`config.mk`:
```
export PLATFORM = sky130hd
export DESIGN_NAME = gpio_bank
export DESIGN_NICKNAME = d
export VERILOG_FILES = /design/src/rtl/gpio_bank_pkg.sv /design/src/rtl/gpio_sync.sv /design/src/rtl/gpio_pin_mode.sv /design/src/rtl/gpio_port.sv /design/src/rtl/gpio_bank.sv
export SDC_FILE = /design/constraint.sdc
export NUM_CORES = 1
export LEC_CHECK = 0
export CAP_MARGIN = 20
export CELL_PAD_IN_SITES_DETAIL_PLACEMENT = 1
export CELL_PAD_IN_SITES_GLOBAL_PLACEMENT = 2
export CORE_MARGIN = 10
export CORE_UTILIZATION = 39
export CTS_BUF_LIST = sky130_fd_sc_hd__clkbuf_8
export DETAILED_ROUTE_END_ITERATION = 10
export DONT_BUFFER_PORTS = 1
export GPL_TIMING_DRIVEN = 0
export PLACE_DENSITY = 0.78
export SLEW_MARGIN = 20
export SYNTH_ARGS = -nofsm -noshare
export SYNTH_HDL_FRONTEND = slang
export SYNTH_SLANG_ARGS = --single-unit
```
`constraint.sdc`:
```
create_clock -name clk -period 1.4 [get_ports clk]
set_clock_uncertainty 0.2 [all_clocks]
set_input_delay 0.21 -clock clk [delete_from_list [all_inputs] [get_ports clk]]
set_output_delay 0.21 -clock clk [all_outputs]
set_load 0.1 [all_outputs]
```
`src/rtl/gpio_bank_pkg.sv`:
```
package gpio_bank_pkg;
  localparam int BUS_W    = 8;
  localparam int L_W      = 8;
  localparam int C_W      = 4;
  localparam int G_W      = 8;
  localparam int D_W      = 8;
  localparam int HALT_BIT = 7;

  localparam int A_L_VAL = 'h0;
  localparam int A_L_DIR = 'h1;
  localparam int A_L_PIN = 'h2;
  localparam int A_G_VAL = 'h4;
  localparam int A_G_DIR = 'h5;
  localparam int A_G_PIN = 'h6;
  localparam int A_C_VAL = 'h8;
  localparam int A_C_DIR = 'h9;
  localparam int A_C_PIN = 'hA;
  localparam int A_D_VAL = 'hC;

  localparam logic [G_W-1:0] G_IN_ONLY = 8'hC0;

  function automatic logic is_mapped(input int a);
    return (a == A_L_VAL) || (a == A_L_DIR) || (a == A_L_PIN) ||
           (a == A_G_VAL) || (a == A_G_DIR) || (a == A_G_PIN) ||
           (a == A_C_VAL) || (a == A_C_DIR) || (a == A_C_PIN) ||
           (a == A_D_VAL);
  endfunction
endpackage

```
`src/rtl/gpio_sync.sv`:
```
module gpio_sync #(
  parameter int W      = 8,
  parameter int STAGES = 2
) (
  input  logic         clk,
  input  logic         rst_n,
  input  logic [W-1:0] d,
  output logic [W-1:0] q
);
  logic [W-1:0] st [STAGES];

  always_ff @(posedge clk or negedge rst_n) begin
    if (!rst_n) begin
      for (int k = 0; k < STAGES; k++) st[k] <= '0;
    end else begin
      st[0] <= d;
      for (int k = 1; k < STAGES; k++) st[k] <= st[k-1];
    end
  end

  assign q = st[STAGES-1];
endmodule

```
`src/rtl/gpio_pin_mode.sv`:
```
module gpio_pin_mode (
  input  logic dir,
  input  logic val,
  output logic oe,
  output logic out,
  output logic pu
);
  always_comb begin
    oe  = dir;
    out = dir & val;
    pu  = ~dir & val;
  end
endmodule

```
`src/rtl/gpio_port.sv`:
```
module gpio_port #(
  parameter int              W           = 8,
  parameter int              ADDR_W      = 4,
  parameter int              SYNC_STAGES = 2,
  parameter logic [ADDR_W-1:0] A_VAL     = '0,
  parameter logic [ADDR_W-1:0] A_DIR     = '0,
  parameter logic [ADDR_W-1:0] A_PIN     = '0,
  parameter logic [W-1:0]    IN_ONLY     = '0
) (
  input  logic              clk,
  input  logic              rst_n,
  input  logic              we,
  input  logic [ADDR_W-1:0] addr,
  input  logic [7:0]        wdata,
  input  logic [W-1:0]      clr,
  input  logic [W-1:0]      pin,
  output logic [W-1:0]      oe,
  output logic [W-1:0]      out,
  output logic [W-1:0]      pu,
  output logic [W-1:0]      val_q,
  output logic [7:0]        rd_val
);
  logic [W-1:0] dir_q;
  logic [W-1:0] pin_s;

  always_ff @(posedge clk or negedge rst_n) begin
    if (!rst_n) begin
      val_q <= '0;
      dir_q <= '0;
    end else begin
      if (we && addr == A_VAL) val_q <= wdata[W-1:0];
      else                     val_q <= val_q & ~clr;
      if (we && addr == A_DIR) dir_q <= wdata[W-1:0] & ~IN_ONLY;
    end
  end

  gpio_sync #(.W(W), .STAGES(SYNC_STAGES)) i_sync (
    .clk(clk), .rst_n(rst_n), .d(pin), .q(pin_s)
  );

  for (genvar i = 0; i < W; i++) begin : g_pin
    gpio_pin_mode i_mode (
      .dir(dir_q[i]), .val(val_q[i]),
      .oe(oe[i]), .out(out[i]), .pu(pu[i])
    );
  end

  always_comb begin
    rd_val = '0;
    if (addr == A_VAL)      rd_val[W-1:0] = val_q;
    else if (addr == A_DIR) rd_val[W-1:0] = dir_q;
    else if (addr == A_PIN) rd_val[W-1:0] = pin_s;
  end
endmodule

```
`src/rtl/gpio_bank.sv`:
```
module gpio_bank
  import gpio_bank_pkg::*;
#(
  parameter int ADDR_W      = 4,
  parameter int SYNC_STAGES = 2
) (
  input  logic              clk,
  input  logic              rst_n,
  input  logic [ADDR_W-1:0] addr,
  input  logic [7:0]        wdata,
  input  logic              we,
  output logic [7:0]        rdata,
  input  logic [L_W-1:0]    l_pin,
  output logic [L_W-1:0]    l_oe,
  output logic [L_W-1:0]    l_out,
  output logic [L_W-1:0]    l_pu,
  input  logic [C_W-1:0]    c_pin,
  output logic [C_W-1:0]    c_oe,
  output logic [C_W-1:0]    c_out,
  output logic [C_W-1:0]    c_pu,
  input  logic [G_W-1:0]    g_pin,
  output logic [G_W-1:0]    g_oe,
  output logic [G_W-1:0]    g_out,
  output logic [G_W-1:0]    g_pu,
  output logic [D_W-1:0]    d_out,
  input  logic              wake,
  output logic              halt_req
);
  localparam logic [ADDR_W-1:0] AD_D = ADDR_W'(A_D_VAL);

  logic [7:0]     l_rd, c_rd, g_rd, d_rd, rd_next;
  logic [L_W-1:0] l_val;
  logic [C_W-1:0] c_val;
  logic [G_W-1:0] g_val, g_clr;
  logic [D_W-1:0] d_q;

  always_comb begin
    g_clr           = '0;
    g_clr[HALT_BIT] = wake;
  end

  gpio_port #(
    .W(L_W), .ADDR_W(ADDR_W), .SYNC_STAGES(SYNC_STAGES),
    .A_VAL(ADDR_W'(A_L_VAL)), .A_DIR(ADDR_W'(A_L_DIR)), .A_PIN(ADDR_W'(A_L_PIN)),
    .IN_ONLY('0)
  ) i_port_l (
    .clk(clk), .rst_n(rst_n), .we(we), .addr(addr), .wdata(wdata),
    .clr('0), .pin(l_pin), .oe(l_oe), .out(l_out), .pu(l_pu),
    .val_q(l_val), .rd_val(l_rd)
  );

  gpio_port #(
    .W(C_W), .ADDR_W(ADDR_W), .SYNC_STAGES(SYNC_STAGES),
    .A_VAL(ADDR_W'(A_C_VAL)), .A_DIR(ADDR_W'(A_C_DIR)), .A_PIN(ADDR_W'(A_C_PIN)),
    .IN_ONLY('0)
  ) i_port_c (
    .clk(clk), .rst_n(rst_n), .we(we), .addr(addr), .wdata(wdata),
    .clr('0), .pin(c_pin), .oe(c_oe), .out(c_out), .pu(c_pu),
    .val_q(c_val), .rd_val(c_rd)
  );

  gpio_port #(
    .W(G_W), .ADDR_W(ADDR_W), .SYNC_STAGES(SYNC_STAGES),
    .A_VAL(ADDR_W'(A_G_VAL)), .A_DIR(ADDR_W'(A_G_DIR)), .A_PIN(ADDR_W'(A_G_PIN)),
    .IN_ONLY(G_IN_ONLY)
  ) i_port_g (
    .clk(clk), .rst_n(rst_n), .we(we), .addr(addr), .wdata(wdata),
    .clr(g_clr), .pin(g_pin), .oe(g_oe), .out(g_out), .pu(g_pu),
    .val_q(g_val), .rd_val(g_rd)
  );

  always_ff @(posedge clk or negedge rst_n) begin
    if (!rst_n)                 d_q <= '1;
    else if (we && addr == AD_D) d_q <= wdata[D_W-1:0];
  end

  always_comb begin
    d_rd = '0;
    if (addr == AD_D) d_rd[D_W-1:0] = d_q;
    rd_next = l_rd | c_rd | g_rd | d_rd;
  end

  always_ff @(posedge clk or negedge rst_n) begin
    if (!rst_n) rdata <= '0;
    else        rdata <= rd_next;
  end

  assign d_out    = rst_n ? d_q : '1;
  assign halt_req = g_val[HALT_BIT];
endmodule

```
Yosys cells after proc, flatten, opt, wreduce, memory -nomap -nowiden
Index checks and enable logic that the tools add are counted.
{"block": "totals", "register_bits": 94, "input_bits": 36, "elab_cells": 102}
{"block": "classes", "eq_ne": 9, "mux": 12, "n_bitwise": 59, "reduce_logical": 8}
{"operator": "$mux W8", "n": 9}
{"operator": "$and A1 B1 Y1", "n": 36}
{"operator": "$not A1 Y1", "n": 18}
{"operator": "$eq A4 B4 Y1 const B", "n": 4}
{"operator": "$or A8 B8 Y8", "n": 2}
{"operator": "$eq A4 B3 Y1 const B", "n": 3}
{"operator": "$mux W4", "n": 3}
{"operator": "$and A8 B8 Y8", "n": 1}
{"operator": "$not A8 Y8", "n": 1}
{"operator": "$or A8 B4 Y8", "n": 1}
{"operator": "$logic_and A1 B1 Y1", "n": 7}
{"operator": "$eq A4 B1 Y1 const B", "n": 1}
{"operator": "$eq A4 B2 Y1 const B", "n": 1}
{"operator": "$logic_not A4 Y1", "n": 1}

Depth between registers and ports, before layout
Gate-level depths: netlist of run 1.
{"block": "depth", "ltp_word": 7, "mapped_depth": 5, "ltp_nobuf": 3}

Hierarchy
From an unflattened synthesis of run 1, not the netlist that was laid out.
{"block": "hier_totals", "hier_cells": 358, "hier_area_um2": 4458.0}
{"module": "gpio_sync at i_port_g.i_sync ...", "instances": 2, "cells_per_inst": 24, "area_each_um2": 460.4}
{"module": "gpio_port at i_port_l", "instances": 1, "cells_per_inst": 81, "area_each_um2": 847.1}
{"module": "gpio_port at i_port_g", "instances": 1, "cells_per_inst": 66, "area_each_um2": 755.7}
{"module": "gpio_bank", "instances": 1, "cells_per_inst": 44, "area_each_um2": 718.2}
{"module": "gpio_port at i_port_c", "instances": 1, "cells_per_inst": 47, "area_each_um2": 510.5}
{"module": "gpio_pin_mode", "instances": 20, "cells_per_inst": 3, "area_each_um2": 23.8}
{"module": "gpio_sync at i_port_c.i_sync", "instances": 1, "cells_per_inst": 12, "area_each_um2": 230.2}

Worst setup path after synthesis of run 1
No wires, ideal clock.
{"block": "synth_path", "path_type": "reg2out", "start": "reg i_port_g.val_q[7]", "end": "out g_pu[7]", "arrival_ns": 1.350, "t_required_ns": 0.990, "path_slack_ns": -0.360, "stages_incl_launch_ff": 2, "cell_sequence": "dfrtp_1 -> buf_4"}
{"item": "from (decl)", "line": "gpio_port.sv:20", "rtl": "output logic [W-1:0] val_q,"}
{"item": "from (signal assigned)", "line": "gpio_port.sv:31", "rtl": "if (we && addr == A_VAL) val_q <= wdata[W-1:0];"}
{"item": "from (signal assigned)", "line": "gpio_port.sv:32", "rtl": "else val_q <= val_q & ~clr;"}
{"item": "to (decl)", "line": "gpio_bank.sv:24", "rtl": "output logic [G_W-1:0] g_pu,"}
No word-level cell between the ends.

Final worst setup path of run 1
{"block": "layout_path", "start": "reg i_port_g.val_q[7]", "end": "out g_pu[7]"}
No word-level cell between the ends.

==> results_dict.tcl, run 1 <==
set metrics [dict create \
    status "finished, violations left" \
    violations "negative hold slack, negative setup slack" \
    ir_drop_uv 1030 \
    p_leak_uw 0.00295 \
    finalCriticalPeriod_ns 1.66 \
    floorplan.initialDensity_pct 40.4 \
    row_count 38 \
    ys_ff_latch 94 \
    grt_pass1_wl_microns 20400 \
    nets 500 \
    n_antenna_cell 0 \
    die-width_microns 127 \
    start_kind "register" \
    antenna_left 0 \
    layout_common_cells "dfrtp_1, buf_12, mux2_2" \
    ys_types 31 \
    ff2ff_path_depth 4 \
    grt_max_degree 103 \
    fin_total_pwr_uw 12100 \
    tns_ns -11.56 \
    switching_share_pct 45.4 \
    timing.final.ws_setup_ns -0.263 \
    combPwrFrac_pct 54.6 \
    synth_area_leader_cell "dfrtp_1" \
    cp.arrival_ns 1.25 \
    yosys_warnings 0 \
    placed_cell_area_sq_um 4730 \
    yosys.area_share.simple_pct 16.3 \
    critical-path-top-delay-family "flip-flops" \
    drt-initial-drc-count 170 \
    first_global_vias 3386 \
    vias 3077 \
    drive_gt1_share_pct 62.3 \
    startpoint "i_port_g.val_q[7]" \
    slew_violations 0 \
    r2r_end "rdata[3]" \
    fillers 1018 \
    final_common_cell "dfrtp_1" \
    syn2layout_area_growth_pct 52.5 \
    path_max_fanout 4 \
    dieArea_sq_um 16100 \
    pwr-share-seq_pct 31.9 \
    cap_violations 0 \
    cts-htree-levels 3 \
    coreArea_sq_um 11000 \
    insertion_delay_ns 0.37 \
    min_path_type "in -> async" \
    tightest_slew_ns 0.542 \
    clkPwrFrac_pct 13.5 \
    synth_area_sq_um 4440 \
    path_clk_slew_ns 0.09 \
    viasPerCell 5.05 \
    dpl.hpwl_microns 8130 \
    dr.pass1.iters 4 \
    numCtsBuffers 9 \
    synth_adder_area_share_pct 0 \
    worstPathRequired_ns 0.99 \
    end_kind "output port" \
    hold_buffers 30 \
    drcViolationCount 0 \
    syn-mean-instance-area_sq_um 12.3 \
    hold_viol 94 \
    period_share_pct 119 \
    p_per_area_nw_per_um2 1780 \
    cts.sinks 94 \
    wl_per_cell_microns 22.8 \
    path_cells "buf_12" \
    switchingPower_uw 5480 \
    p_int_uw 6590 \
    max_stage_delay_ns 0.65 \
    place.gp.congestion 0.752 \
    cts_tree "done" \
    port_buffers 0 \
    num_io_pins 113 \
    fmax_ghz 0.601 \
    path_depth 1 \
    r2r_slack_ns -0.24 \
    whs_ns -0.675 \
    synth_cells 360 \
    setup_viol 78 \
    finalWirelength_microns 13900 \
    synth_xor_area_share_pct 0 \
    synth_top_area_share_pct 48.5 \
    fp.dieH_microns 127 \
    r2r_start "i_port_c.dir_q[3]" \
    cts-root-buf "clkbuf_8" \
    synth_seq_area_share_pct 53.2 \
    grt_usage_pct 16.3 \
    synth_area_leaders "dfrtp_1, mux2_2, buf_4" \
    relSlewSlack_pct 63.9 \
    crit_type "reg -> out" \
    stdcell_area_sq_um 6770 \
    grt_overflow 0 \
    cts_buffer_depth 2 \
    rsz0062_at_grt "true" \
    synth_top_family_by_area "simple AND/OR/NAND/NOR gates" \
    crit_buf_inv 1 \
    synthMuxAreaShare_pct 14.8 \
    synth-compound-area-share_pct 3.66 \
    slowest_stage "dfrtp_4" \
    antenna_found_initial 0 \
]
-- power by group through the flow --
stage,logic (uW),clock network (uW),registers (uW)
after floorplan,4130,0,3630
after global placement,4300,0,3750
after detailed placement,4330,0,3780
after CTS,6020,1680,3740
after global routing,6790,1800,3910
final,6590,1630,3850
-- what timing repair did --
| item | 4_1_cts | 5_1_grt |
|---|---|---|
| buffers inserted | 52 | 9 |
| gates resized for setup | 203 | 94 |
| pin swaps | 10 | 11 |
| hold endpoints to repair | 162 | 94 |
| endpoints found under the setup margin | 78 | 82 |
-- layout make-up --
type                            count  area (sq um)  area share, %
Sequential cell                    94          2420           35.7
Multi-Input combinational cell    196          1860           27.4
Buffer                             73          1280           18.9
Timing Repair Buffer               90           865           12.8
Tap cell                          140           175           2.59
Clock buffer                       10           138           2.03
Clock inverter                      6          37.5          0.554
-- through the flow --
step	utilization, %	worst slack, ns	std cells
floorplan	-	-0.0700	363
detailed placement	43.0	-0.359	503
finish	61.7	-0.263	609
CTS	57.8	-0.278	601
global route	61.7	-0.295	609
global placement	43.0	-0.333	503
-- synth_stat cells, drive strengths merged --
master	n
dfrtp	86
buf	70
mux2	46
nand3b	29
nor2b	21
and2	20
a21oi	14
mux2i	14
nand2b	14
dfstp	8
or3	5
nor2	4
o22ai	4
or4	4
clkbuf	3
a211o	2
a22o	2
a22oi	2
nand3	2
nor3	2
o2111ai	2
or2	2
conb	1
nand2	1
nor3b	1
or3b	1
-- how the worst max path moves through the flow --
| stage | to | slack (ns) |
|---|---|---|
| after floorplan | i_port_l.dir_q[0] | -0.07 |
| after global placement | i_port_l.dir_q[7] | -0.33 |
| after detailed placement | i_port_l.dir_q[0] | -0.36 |
| after CTS | g_pu[7] | -0.28 |
| after global routing | g_pu[7] | -0.29 |
| final | g_pu[7] | -0.26 |
-- layer usage --
metal,routed length [microns],vias up,global-route usage (%)
li1,-,1377,-
met1,5420,1588,19.3
met2,7510,92,27.2
met3,743,20,5.21
met4,227,0,5.36
met5,0,-,0
-- cell families (layout without fill, tap and decap cells) --
| group | Yosys count | in the layout |
|---|---|---|
| other | 1 | 4 |
| multiplexers | 60 | 60 |
| AND/OR/NAND/NOR | 106 | 106 |
| buffers and inverters | 73 | 179 |
| flip-flops | 94 | 94 |
| AO/OA/AOI/OAI | 26 | 26 |
Power figures use the tool's default switching activity.
==> inputs of run 2 (changes only) <==
- CORE_UTILIZATION: 39 -> 43
- PLACE_DENSITY: 0.78 -> 0.82
- clock period: 1.4 -> 1.8 ns (I/O delays scaled with it)
==> run 2 against run 1 <==
Critical path type unchanged; utilization decreased by 10 points; critical path depth is 1 lower; the flow finishes with violations (negative hold slack); sequential cell count unchanged; total power is 34% lower.
==> results_dict.tcl, run 2 (synthesized netlist as in run 1, its figures left out) <==
set metrics [dict create \
    use_met3_pct 5.55 \
    cts_tree "done" \
    finalCriticalPeriod_ns 1.76 \
    slew_violations 0 \
    row_count 37 \
    post-place-ws_ns -0.115 \
    fmax_ghz 0.568 \
    p_leak_uw 0.00233 \
    min_path_type "in -> async" \
    path_clk_slew_ns 0.09 \
    cts-root-buf "clkbuf_8" \
    wl_per_cell_microns 20.6 \
    hold_buffers 30 \
    n_antenna_cell 0 \
    die-width_microns 122 \
    cts-htree-levels 3 \
    timing.final.ws_setup_ns 0.0387 \
    top_usage_layer "met2" \
    whs_ns -0.612 \
    antenna_left 0 \
    grt_overflow 0 \
    place.gp.congestion 0.776 \
    cts.sinks 94 \
    instances_no_fill 545 \
    switching_share_pct 48.5 \
    grt_max_degree 103 \
    crit_type "reg -> out" \
    switchingPower_uw 3840 \
    placed_cell_area_sq_um 4620 \
    status "finished, violations left" \
    insertion_delay_ns 0.37 \
    cp.arrival_ns 1.29 \
    tightest_slew_ns 0.876 \
    register_area_sq_um 2370 \
    numCtsBuffers 9 \
    drive_gt1_share_pct 40.1 \
    combPwrFrac_pct 43.3 \
    syn2layout_area_growth_pct 17.9 \
    stdcell_area_sq_um 5240 \
    placedCellCount 499 \
    antenna_found_initial 0 \
    port_buffers 0 \
    p_int_uw 4080 \
    pwr-share-seq_pct 36.7 \
    drt-initial-drc-count 125 \
    grt_pass1_wl_microns 17300 \
    setup_viol 0 \
    hold_viol 94 \
    ir_drop_uv 703 \
    cts_setup_buffers 0 \
    grt_use_met2_pct 24.8 \
    clkPwrFrac_pct 19.9 \
    path_max_fanout 1 \
    floorplan.initialDensity_pct 43.6 \
    final_common_cell "dfrtp_1" \
    coreArea_sq_um 10200 \
    finalWirelength_microns 11200 \
    num_io_pins 113 \
    dieArea_sq_um 14800 \
    fp.dieH_microns 122 \
    viasPerCell 4.96 \
    layout_common_cells "dfrtp_1, buf_4, mux2_2" \
    start_kind "register" \
    drcViolationCount 0 \
    relSlewSlack_pct 41.7 \
    violations "negative hold slack" \
    fillers 1056 \
    period_share_pct 97.8 \
    first_global_vias 2925 \
    multi_input_area_sq_um 1620 \
    grt_usage_pct 15.2 \
    end_kind "output port" \
    dr.pass1.iters 4 \
    cap_violations 0 \
    vias 2704 \
    dpl.hpwl_microns 7810 \
    worstPathRequired_ns 1.33 \
    grt.met1_usage_pct 18.6 \
    cts_buffer_depth 2 \
    p_per_area_nw_per_um2 1510 \
    nets 440 \
]
## run 2: changes by cell type in the layout (fill, tap and decap cells not counted), sizes merged
cell / before / now
buf: 130 / 70
clkinv: 6 / 0
bufinv: 0 / 2
clkinvlp: 0 / 2
inv: 0 / 2
## run 2: what timing repair did
| action | 4_1_cts | 5_1_grt |
|---|---|---|
| setup endpoints to repair | 12 | 4 |
| resized for setup | 21 | 4 |
| endpoints found under the hold margin | 161 | 94 |
## run 2: path summary, 6_finish.rpt
check                                       startpoint                      to  cells after the start  slack [ns]
worst max-delay path                          rdata[2]                rdata[2]                      0        0.04
worst min-delay path                             rst_n  i_port_g.i_sync.st[15]                      0       -0.61
worst max register to register       i_port_l.val_q[0]                rdata[0]                      3        0.27
worst min register to register  i_port_g.i_sync.st[12]    i_port_g.i_sync.q[4]                      0        0.15
max in group asynchronous                        rst_n                  d_q[1]                      0        1.80
min in group clk                               addr[0]                rdata[4]                      3        0.06
## run 2: through the flow
stage	total power, uW	TNS (ns)	util, %
CTS	7970	0	51.3
detailed placement	6280	-1.13	45.4
floorplan	6010	0	-
finish	7910	0	51.4
global placement	6230	-1.29	45.4
global route	8230	-0.00205	51.4
## run 2: metal layers
layer / share of wire, % / wire length [microns]
met1: 43 / 4800
met3: 6.9 / 775
met4: 0.86 / 97
met5: 0 / 0
met2: 50 / 5570
## run 2: power groups by stage
stage | Clock [uW] | Sequential (uW) | Combinational [uW]
3_3_place_gp | 0 | 2920 | 3310
4_1_cts | 1620 | 2910 | 3440
2_1_floorplan | 0 | 2820 | 3190
5_1_grt | 1730 | 2970 | 3540
6_report | 1580 | 2910 | 3430
3_5_place_dp | 0 | 2940 | 3340
## run 2: cell type report
| type | count | share of cell area, % |
|---|---|---|
| flip-flops and latches | 94 | 45.3 |
| multi-input cells | 196 | 31.0 |
| plain buffers | 73 | 10.3 |
| repair buffers | 30 | 5.74 |
| well taps | 136 | 3.25 |
| clock buffers | 10 | 2.63 |
| clock inverters | 6 | 1.77 |
